==> config.mk <==
export PLATFORM = sky130hd
export DESIGN_NAME = pwm2_ctrl
export DESIGN_NICKNAME = d
export VERILOG_FILES = /design/src/rtl/pwm2_pkg.sv /design/src/rtl/pwm2_regs.sv /design/src/rtl/pwm2_nco.sv /design/src/rtl/pwm2_fixed.sv /design/src/rtl/pwm2_chan.sv /design/src/rtl/pwm2_ctrl.sv
export SDC_FILE = /design/constraint.sdc
export NUM_CORES = 1
export LEC_CHECK = 0
export BUFFER_PORTS_ARGS = -buffer_cell sky130_fd_sc_hd__buf_2
export CAP_MARGIN = 5
export CORE_MARGIN = 3
export CORE_UTILIZATION = 44
export DETAILED_ROUTE_END_ITERATION = 6
export SLEW_MARGIN = 40
export SYNTH_ARGS = -nofsm -noshare
export SYNTH_HDL_FRONTEND = slang
export SYNTH_SLANG_ARGS = --single-unit
==> constraint.sdc <==
create_clock -name clk_i -period 4.2 [get_ports clk_i]
set_input_delay 0.84 -clock clk_i [delete_from_list [all_inputs] [get_ports clk_i]]
set_output_delay 0.84 -clock clk_i [all_outputs]
set_load 0.1 [all_outputs]
==> src/rtl/pwm2_pkg.sv <==
package pwm2_pkg;
  localparam int NUM_CH    = 2;
  localparam int FLD_W     = 4;
  localparam int CW_W      = 16;
  localparam int PV_W      = 8;
  localparam int ADDR_W    = 8;
  localparam int DATA_W    = 32;
  localparam int CH_STRIDE = 8;
  // byte offsets
  localparam int OFF_CTRL  = 'h00;
  localparam int OFF_SEL   = 'h04;
  localparam int OFF_CW_HI = 'h08;
  localparam int OFF_CW_LO = 'h0C;
  localparam int OFF_ON    = 'h18;
  localparam int OFF_PER   = 'h1C;
  // bit positions inside a channel field
  localparam int B_RUN     = 0;
  localparam int B_DIS     = 1;
  localparam int B_FRC     = 2;
  localparam int B_OD      = 3;
endpackage

==> src/rtl/pwm2_regs.sv <==
module pwm2_regs
  import pwm2_pkg::*;
(
  input  logic                               clk_i,
  input  logic                               rst_ni,
  input  logic                               wr_en_i,
  input  logic [ADDR_W-1:0]                  addr_i,
  input  logic [DATA_W-1:0]                  wdata_i,
  output logic [DATA_W-1:0]                  rdata_o,
  output logic [NUM_CH-1:0][FLD_W-1:0]       ctrl_o,
  output logic [NUM_CH-1:0]                  sel_o,
  output logic [NUM_CH-1:0][CW_W-1:0]        cw_o,
  output logic [NUM_CH-1:0][PV_W-1:0]        on_o,
  output logic [NUM_CH-1:0][PV_W-1:0]        per_o
);
  localparam int HALF_W = CW_W / 2;

  logic [NUM_CH-1:0][FLD_W-1:0]  ctrl_q;
  logic [NUM_CH-1:0]             sel_q;
  logic [NUM_CH-1:0][HALF_W-1:0] hi_q, lo_q;
  logic [NUM_CH-1:0][PV_W-1:0]   on_q, per_q;

  logic              dec_ctrl, dec_sel, hit;
  logic [NUM_CH-1:0] dec_hi, dec_lo, dec_on, dec_per;
  logic [DATA_W-1:0] rdata;

  wire unused_wdata = ^wdata_i[DATA_W-1:FLD_W*NUM_CH];

  always_comb begin
    dec_ctrl = (addr_i == ADDR_W'(OFF_CTRL));
    dec_sel  = (addr_i == ADDR_W'(OFF_SEL));
    rdata    = '0;
    for (int c = 0; c < NUM_CH; c++) begin
      dec_hi[c]  = (addr_i == ADDR_W'(OFF_CW_HI + CH_STRIDE*c));
      dec_lo[c]  = (addr_i == ADDR_W'(OFF_CW_LO + CH_STRIDE*c));
      dec_on[c]  = (addr_i == ADDR_W'(OFF_ON    + CH_STRIDE*c));
      dec_per[c] = (addr_i == ADDR_W'(OFF_PER   + CH_STRIDE*c));
      if (dec_ctrl)  rdata[FLD_W*c +: FLD_W] = ctrl_q[c];
      if (dec_sel)   rdata[FLD_W*c]          = sel_q[c];
      if (dec_hi[c]) rdata[HALF_W-1:0]       = hi_q[c];
      if (dec_lo[c]) rdata[HALF_W-1:0]       = lo_q[c];
      if (dec_on[c]) rdata[PV_W-1:0]         = on_q[c];
      if (dec_per[c]) rdata[PV_W-1:0]        = per_q[c];
    end
    hit = dec_ctrl | dec_sel | (|dec_hi) | (|dec_lo) | (|dec_on) | (|dec_per);
  end

  assign rdata_o = rdata;

  always_ff @(posedge clk_i or negedge rst_ni) begin
    if (!rst_ni) begin
      ctrl_q <= '0;
      sel_q  <= '0;
      hi_q   <= '0;
      lo_q   <= '0;
      on_q   <= '0;
      per_q  <= '0;
    end else if (wr_en_i) begin
      for (int c = 0; c < NUM_CH; c++) begin
        if (dec_ctrl)   ctrl_q[c] <= wdata_i[FLD_W*c +: FLD_W];
        if (dec_sel)    sel_q[c]  <= wdata_i[FLD_W*c];
        if (dec_hi[c])  hi_q[c]   <= wdata_i[HALF_W-1:0];
        if (dec_lo[c])  lo_q[c]   <= wdata_i[HALF_W-1:0];
        if (dec_on[c])  on_q[c]   <= wdata_i[PV_W-1:0];
        if (dec_per[c]) per_q[c]  <= wdata_i[PV_W-1:0];
      end
    end
  end

  for (genvar c = 0; c < NUM_CH; c++) begin : g_out
    assign cw_o[c] = {hi_q[c], lo_q[c]};
  end
  assign ctrl_o = ctrl_q;
  assign sel_o  = sel_q;
  assign on_o   = on_q;
  assign per_o  = per_q;

  // a write that hits nothing leaves every register unchanged
  p_unmapped_r3: assert property (@(posedge clk_i) disable iff (!rst_ni)
    (wr_en_i && !hit) |=> ($stable(ctrl_q) && $stable(sel_q) && $stable(hi_q)
                           && $stable(lo_q) && $stable(on_q) && $stable(per_q)));
endmodule

==> src/rtl/pwm2_nco.sv <==
module pwm2_nco
  import pwm2_pkg::*;
#(
  parameter int W = CW_W
) (
  input  logic         clk_i,
  input  logic         rst_ni,
  input  logic         en_i,
  input  logic [W-1:0] cw_i,
  output logic         fout_o,
  output logic         tick_o
);
  logic [W-1:0] acc_q;
  logic [W-1:0] sum;
  logic         carry, tick_q;

  assign {carry, sum} = {1'b0, acc_q} + {1'b0, cw_i};

  always_ff @(posedge clk_i or negedge rst_ni) begin
    if (!rst_ni) begin
      acc_q  <= '0;
      tick_q <= 1'b0;
    end else if (!en_i) begin
      acc_q  <= '0;
      tick_q <= 1'b0;
    end else begin
      acc_q  <= sum;
      tick_q <= carry;
    end
  end

  assign fout_o = acc_q[W-1];
  assign tick_o = tick_q;

  // a stopped oscillator is cleared one cycle later
  p_idle_r4: assert property (@(posedge clk_i) disable iff (!rst_ni)
    !en_i |=> (!fout_o && !tick_o));
endmodule

==> src/rtl/pwm2_fixed.sv <==
module pwm2_fixed
  import pwm2_pkg::*;
#(
  parameter int W = PV_W
) (
  input  logic         clk_i,
  input  logic         rst_ni,
  input  logic         en_i,
  input  logic         tick_i,
  input  logic [W-1:0] on_i,
  input  logic [W-1:0] per_i,
  output logic         out_o
);
  logic [W-1:0] cnt_q;

  always_ff @(posedge clk_i or negedge rst_ni) begin
    if (!rst_ni)      cnt_q <= '0;
    else if (!en_i)   cnt_q <= '0;
    else if (tick_i)  cnt_q <= (cnt_q >= per_i) ? '0 : cnt_q + 1'b1;
  end

  assign out_o = en_i && (cnt_q < on_i);

  // a carry at or beyond the period returns the counter to zero
  p_wrap_r9: assert property (@(posedge clk_i) disable iff (!rst_ni)
    (en_i && tick_i && cnt_q >= per_i) |=> (cnt_q == '0));
  // without a carry the counter holds
  p_hold_r9: assert property (@(posedge clk_i) disable iff (!rst_ni)
    (en_i && !tick_i) |=> $stable(cnt_q));
endmodule

==> src/rtl/pwm2_chan.sv <==
module pwm2_chan
  import pwm2_pkg::*;
(
  input  logic             clk_i,
  input  logic             rst_ni,
  input  logic [FLD_W-1:0] ctrl_i,
  input  logic             sel_i,
  input  logic [CW_W-1:0]  cw_i,
  input  logic [PV_W-1:0]  on_i,
  input  logic [PV_W-1:0]  per_i,
  output logic             pad_do_o,
  output logic             pad_oe_o,
  output logic             pad_od_o
);
  logic run, dis, frc, od;
  logic nco_out, nco_tick, pwm_out, sig;

  assign run = ctrl_i[B_RUN];
  assign dis = ctrl_i[B_DIS];
  assign frc = ctrl_i[B_FRC];
  assign od  = ctrl_i[B_OD];

  pwm2_nco #(.W(CW_W)) u_nco (
    .clk_i(clk_i), .rst_ni(rst_ni), .en_i(run), .cw_i(cw_i),
    .fout_o(nco_out), .tick_o(nco_tick)
  );

  pwm2_fixed #(.W(PV_W)) u_fix (
    .clk_i(clk_i), .rst_ni(rst_ni), .en_i(run), .tick_i(nco_tick),
    .on_i(on_i), .per_i(per_i), .out_o(pwm_out)
  );

  always_comb begin
    if (!run)      sig = 1'b0;
    else if (frc)  sig = 1'b1;
    else if (sel_i) sig = pwm_out;
    else           sig = nco_out;
  end

  // open-drain: only a driven low; stopped channel is released
  assign pad_do_o = od ? 1'b0 : sig;
  assign pad_oe_o = !dis && (od ? (run && !sig) : 1'b1);
  assign pad_od_o = od;


  p_dis_r5: assert property (@(posedge clk_i) disable iff (!rst_ni)
    dis |-> !pad_oe_o);

  p_od_low_r7: assert property (@(posedge clk_i) disable iff (!rst_ni)
    od |-> (!pad_do_o && (pad_oe_o == (!dis && run && !sig))));

  p_force_r6: assert property (@(posedge clk_i) disable iff (!rst_ni)
    (run && frc && !od) |-> pad_do_o);

  p_stop_r4: assert property (@(posedge clk_i) disable iff (!rst_ni)
    !run |-> (!pad_do_o && (!od || !pad_oe_o) && !pwm_out));
endmodule

==> src/rtl/pwm2_ctrl.sv <==
module pwm2_ctrl
  import pwm2_pkg::*;
(
  input  logic              clk_i,
  input  logic              rst_ni,
  input  logic              wr_en_i,
  input  logic [7:0]        addr_i,
  input  logic [31:0]       wdata_i,
  output logic [31:0]       rdata_o,
  output logic [1:0]        pad_do_o,
  output logic [1:0]        pad_oe_o,
  output logic [1:0]        pad_od_o
);
  logic [NUM_CH-1:0][FLD_W-1:0] ctrl;
  logic [NUM_CH-1:0]            sel;
  logic [NUM_CH-1:0][CW_W-1:0]  cw;
  logic [NUM_CH-1:0][PV_W-1:0]  on_v, per_v;

  pwm2_regs u_regs (
    .clk_i(clk_i), .rst_ni(rst_ni), .wr_en_i(wr_en_i), .addr_i(addr_i),
    .wdata_i(wdata_i), .rdata_o(rdata_o), .ctrl_o(ctrl), .sel_o(sel),
    .cw_o(cw), .on_o(on_v), .per_o(per_v)
  );

  for (genvar c = 0; c < NUM_CH; c++) begin : g_ch
    pwm2_chan u_ch (
      .clk_i(clk_i), .rst_ni(rst_ni), .ctrl_i(ctrl[c]), .sel_i(sel[c]),
      .cw_i(cw[c]), .on_i(on_v[c]), .per_i(per_v[c]),
      .pad_do_o(pad_do_o[c]), .pad_oe_o(pad_oe_o[c]), .pad_od_o(pad_od_o[c])
    );
  end
endmodule

# == Yosys cells after proc, flatten, opt, wreduce, memory -nomap -nowiden ==
# Index checks and enable logic that the tools add are counted.
# word_totals
regBits,124
out_inout_bits,38
# classes
n_addsub,4
order_cmp,4
n_eq_ne,11
muxes,32
n_reduce_logical,21
# op_table
op,n
$mux 8,14
$add 16x16->17,2
$eq 8x5->1 const B,4
$mux 16,2
$reduce_and 2->1,10
$add 8x1->8 const B,2
$eq 8x4->1 const B,2
$eq 8x6->1 const B,2
$ge 8x8->1,2
$lt 8x8->1,2
$mux 1,14
$eq 8x3->1 const B,1
$logic_not 8->1,1
$mux 4,2
$logic_and 1x1->1,6
$logic_not 1->1,4
$ne 2x1->1 const B,2

# == Longest topological paths before layout ==
# depth
word_depth,13
ltp_mapped,9

# == By module ==
# A second synthesis with hierarchy kept.
# unflattened
hier_cells,802
area_unflattened_um2,8226.6
# by_module_without_submodules
module,n_inst,cells_each,area_each_um2,seq_area_each_um2
pwm2_regs,1,322,3860.0,1851.8
pwm2_nco,2,132,1237.4,425.4
pwm2_fixed,2,102,894.6,200.2
pwm2_chan,2,6,51.3,0.0

# == Worst setup path after synthesis ==
# Ideal clock, no wire load.
# synth_timing
kind,input to output
from,in addr_i[3]
to,out rdata_o[4]
arrival_ns,3.937
required_ns,3.360
path_slack_ns,-0.577
stages,7
n_path_buf,1
path_cell_list,buf_2 nor3_4 nand2_2 nor2_1 a21oi_1 o22a_1 o21ai_0
# synth_between
elab_chain_len,11
# synth_lines
item,line_no,text
"start, declared",pwm2_ctrl.sv:7,"input logic [7:0] addr_i,"
$eq 8x4->1,pwm2_regs.sv:34,dec_hi[c] = (addr_i == ADDR_W'(OFF_CW_HI + CH_STRIDE*c));
$mux 8,pwm2_regs.sv:40,if (dec_hi[c]) rdata[HALF_W-1:0] = hi_q[c];
$mux 8,pwm2_regs.sv:41,if (dec_lo[c]) rdata[HALF_W-1:0] = lo_q[c];
$mux 8,pwm2_regs.sv:42,if (dec_on[c]) rdata[PV_W-1:0] = on_q[c];
$mux 8,pwm2_regs.sv:43,if (dec_per[c]) rdata[PV_W-1:0] = per_q[c];
$mux 4,pwm2_regs.sv:38,if (dec_ctrl) rdata[FLD_W*c +: FLD_W] = ctrl_q[c];
$mux 1,pwm2_regs.sv:39,if (dec_sel) rdata[FLD_W*c] = sel_q[c];
$mux 8,pwm2_regs.sv:40,
$mux 8,pwm2_regs.sv:41,
$mux 8,pwm2_regs.sv:42,
$mux 8 *,pwm2_regs.sv:43,
"end, declared",pwm2_ctrl.sv:9,"output logic [31:0] rdata_o,"
# Every way passes the cells marked *; elsewhere a longest branch is shown, timed or not.

# == Final worst setup path ==
# layout_timing
from,in addr_i[7]
to,out rdata_o[6]
# layout_between
elab_chain_len,10
# layout_lines
item,line_no
$eq 8x4->1,pwm2_regs.sv:34
$mux 8,pwm2_regs.sv:40
$mux 8,pwm2_regs.sv:41
$mux 8,pwm2_regs.sv:42
$mux 8,pwm2_regs.sv:43
$mux 4,pwm2_regs.sv:38
$mux 8,pwm2_regs.sv:40
$mux 8,pwm2_regs.sv:41
$mux 8,pwm2_regs.sv:42
$mux 8 *,pwm2_regs.sv:43
# Marks and branches as above.

==> results.toml <==
[detailed_routing]
first_iter_violations = 460
routed_via_density = 5.649
drt_wl_total_um = 19530
post_drt_wl_per_cell_um = 18.36
ant_nets = 0
drt_drc_violations_left = 0
vias = 6011
first_pass_iters = 5

[sta]
rsz0062_at_grt = "false"
finalCriticalPeriod_ps = 3777
slew_viol_final = 0
fmax_ghz = 0.2648
slew_headroom_pct = 46.82
hold_viol_final = 0
setup_violations = 0
worstMarginPinSlew_ps = 793.4
finalCritPeriodShare_pct = 89.92
fin_skew_ps = 7.656

[global_routing]
grt.met3_usage_pct = 4.674
grt_pass1_vias = 5901
globalRouteOverflowTotal = 0
grt_usage_pct = 20.43
grt_max_degree = 70
use_met2_pct = 32.54
grt_pass1_wl_um = 31550
grtUsageMet1_pct = 27.93
busiest_layer = "met2"
antenna_found_initial = 0

[clock_tree]
cts_buffers = 17
post_cts_resized = 0
clk_transition_reported_paths_ps = 60
cts.sinks = 124
cts_buffer_depth = 2
h-tree-depth = 4
cts_tree = "yes"
cts_hold_buffers = 0
cts-root-buf = "clkbuf_16"
clk_latency_ps = 420
post-cts-setup-buffer-count = 0

[critical_path]
cpMaxStageDelayCell = "buf_2"
critPathLaunch = "addr_i[7]"
regToRegStartpoint = "u_regs.cw_o[16]"
slowest_delay_ps = 470
crit_chain = "buf_2, nor3_4, nand3_2, or2_1, nor2_1, a221oi_1, o211ai_1, buf_2"
arrival_ps = 2940
path_class = "in2out"
path_max_fanout = 6
critical-path-top-delay-family = "simple AND/OR/NAND/NOR gates"
crit_top_cell = "buf_2"
required_ps = 3360
reg2reg_depth = 8
critPathLaunchType = "input port"
ff2ff_setup_slack_ps = 1480
critPathBufInv = 2
worst_r2r_endpoint = "g_ch[1].u_ch.u_nco.acc_q[12]"
end_kind = "primary output"

[finish]
fillers = 1605
final_area_um2 = 8830
final_common_cell = "dfrtp_1"
layout_common_cells = "124 x dfrtp_1, 64 x ha_1, 63 x mux2_2, 60 x o21ai_0"
layout-drive-gt1-share_pct = 17.52
antenna_cells = 0
nNetsFinal = 935
area_growth_syn_to_layout_pct = 12.03

[power_and_ir_drop]
clockPowerShare_pct = 38.7
p_switching_mw = 1.315
swShare_pct = 31.81
seqPwrFrac_pct = 36.1
p_int_mw = 2.819
p_comb_share_pct = 25.2
power_mw = 4.134
p_per_area_nw_per_um2 = 468.2
peakVddDrop_v = 0.0003111
p_leak_nw = 4.431

[synthesis]
ys_seq_area_share_pct = 39.37
synth_edf_count = 0
synth_warnings = 0
synthArstFlopShare_pct = 100.0
synth_seq_cells = 124
synth.distinct_cells = 63
syn_area_per_cell_um2 = 9.901
netlist_area_um2 = 7881
ys.flop_type = "dfrtp_1"
syn_inst = 796

[placement]
post-dp-hpwl_um = 14560
place_area_um2 = 8188
place.gp.congestion = 0.9129
port_buffers = 32

[min_path]
hold_class = "in2async"

[floorplanning]
fp.dieW_um = 139.8
die-area_um2 = 19550
rows = 48
die_h_um = 139.8
coreArea_um2 = 17420
floorplan.initialDensity_pct = 45.25
io-pin-count = 81

[status]
status = "finished, final reports clean"

[flow_run]
maxCapViolCount = 0
logic make-up (layout without fill, tap and decap cells):
| logic type | after synthesis | in the layout | synth area share (%) |
|---|---|---|---|
| buffers and inverters | 102 | 122 | 6.572 |
| adder cells (fa/ha/maj) | 66 | 66 | 10.67 |
| AO/OA/AOI/OAI | 203 | 203 | 16.62 |
| other | 1 | 24 | 0.04758 |
| multiplexers | 82 | 82 | 11.57 |
| flip-flops | 124 | 124 | 39.37 |
| AND/OR/NAND/NOR | 202 | 202 | 13.37 |
| XOR/XNOR | 16 | 16 | 1.778 |
cell type report:
cell class,count,area [um2],share of cell area [%]
Timing Repair Buffer,40,269.0,3.047
Clock inverter,12,193.9,2.196
Clock buffer,20,446.7,5.059
Inverter,50,187.7,2.126
Multi-Input combinational cell,593,4348,49.24
Tap cell,225,281.5,3.188
Sequential cell,124,3103,35.14
how the worst max path moves through the flow:
stage	to	slack, ps	cells past startpoint
5_1_grt	pad_do_o[0]	260	7
3_5_place_dp	rdata_o[6]	460	8
2_1_floorplan	rdata_o[1]	-360	4
6_report	rdata_o[6]	420	8
3_3_place_gp	rdata_o[6]	480	8
4_1_cts	pad_do_o[1]	380	7
flip-flops by register name, indices dropped and copies added, names as in the netlist:
register / cells
g_ch.u_ch.u_nco.acc_q: 32
g_ch.u_ch.u_fix.cnt_q: 16
u_regs.sel_o: 2
u_regs.per_o: 16
u_regs.on_o: 16
g_ch.u_ch.u_nco.tick_o: 2
u_regs.cw_o: 32
u_regs.ctrl_o: 8
routing by layer:
metal	share of wire, %	routed length [um]
met1	45	8822
met2	47	9209
met3	6.4	1242
met4	1.3	255
met5	0	0
power groups by stage:
stage	Sequential (mW)	Clock, mW	Combinational (mW)
4_1_cts	1.49	1.63	1.04
2_1_floorplan	1.47	0	0.859
6_report	1.49	1.60	1.04
5_1_grt	1.51	1.69	1.17
3_5_place_dp	1.51	0	1.03
3_3_place_gp	1.50	0	0.989
metrics by stage:
step	TNS, ps	instances	hold slack [ps]	util [%]	setup slack, ps
after floorplan	-1445	819	479.4	-	-361.4
final	0	1064	405.8	50.70	423.4
after global routing	0	1064	459.0	50.70	263.3
after CTS	0	1064	441.8	50.69	379.8
after global placement	0	1032	488.0	46.99	480.0
after detailed placement	0	1032	500.4	47.01	458.2
cell usage after synthesis, drive strengths merged (5+ instances only):
library cell | instances | area, um2
a21o | 19 | 142.6
mux2 | 63 | 709.4
o21bai | 12 | 90.09
buf | 42 | 291.5
ha | 64 | 800.8
nand2b | 16 | 100.1
o21a | 11 | 82.58
and3 | 12 | 75.07
o21ai | 61 | 305.3
a21oi | 31 | 155.2
nand2 | 61 | 236.5
o22ai | 11 | 68.82
xor2 | 5 | 43.79
a22oi | 15 | 112.6
xnor2 | 11 | 96.34
nor2 | 61 | 264.0
a211oi | 10 | 75.07
inv | 50 | 187.7
clkbuf | 10 | 38.78
a2111oi | 5 | 43.79
dfrtp | 124 | 3103
mux2i | 18 | 180.2
and2 | 9 | 56.30
nand3 | 18 | 107.6
nor3 | 10 | 77.57
Note: power is estimated with default switching activity, not from simulation.
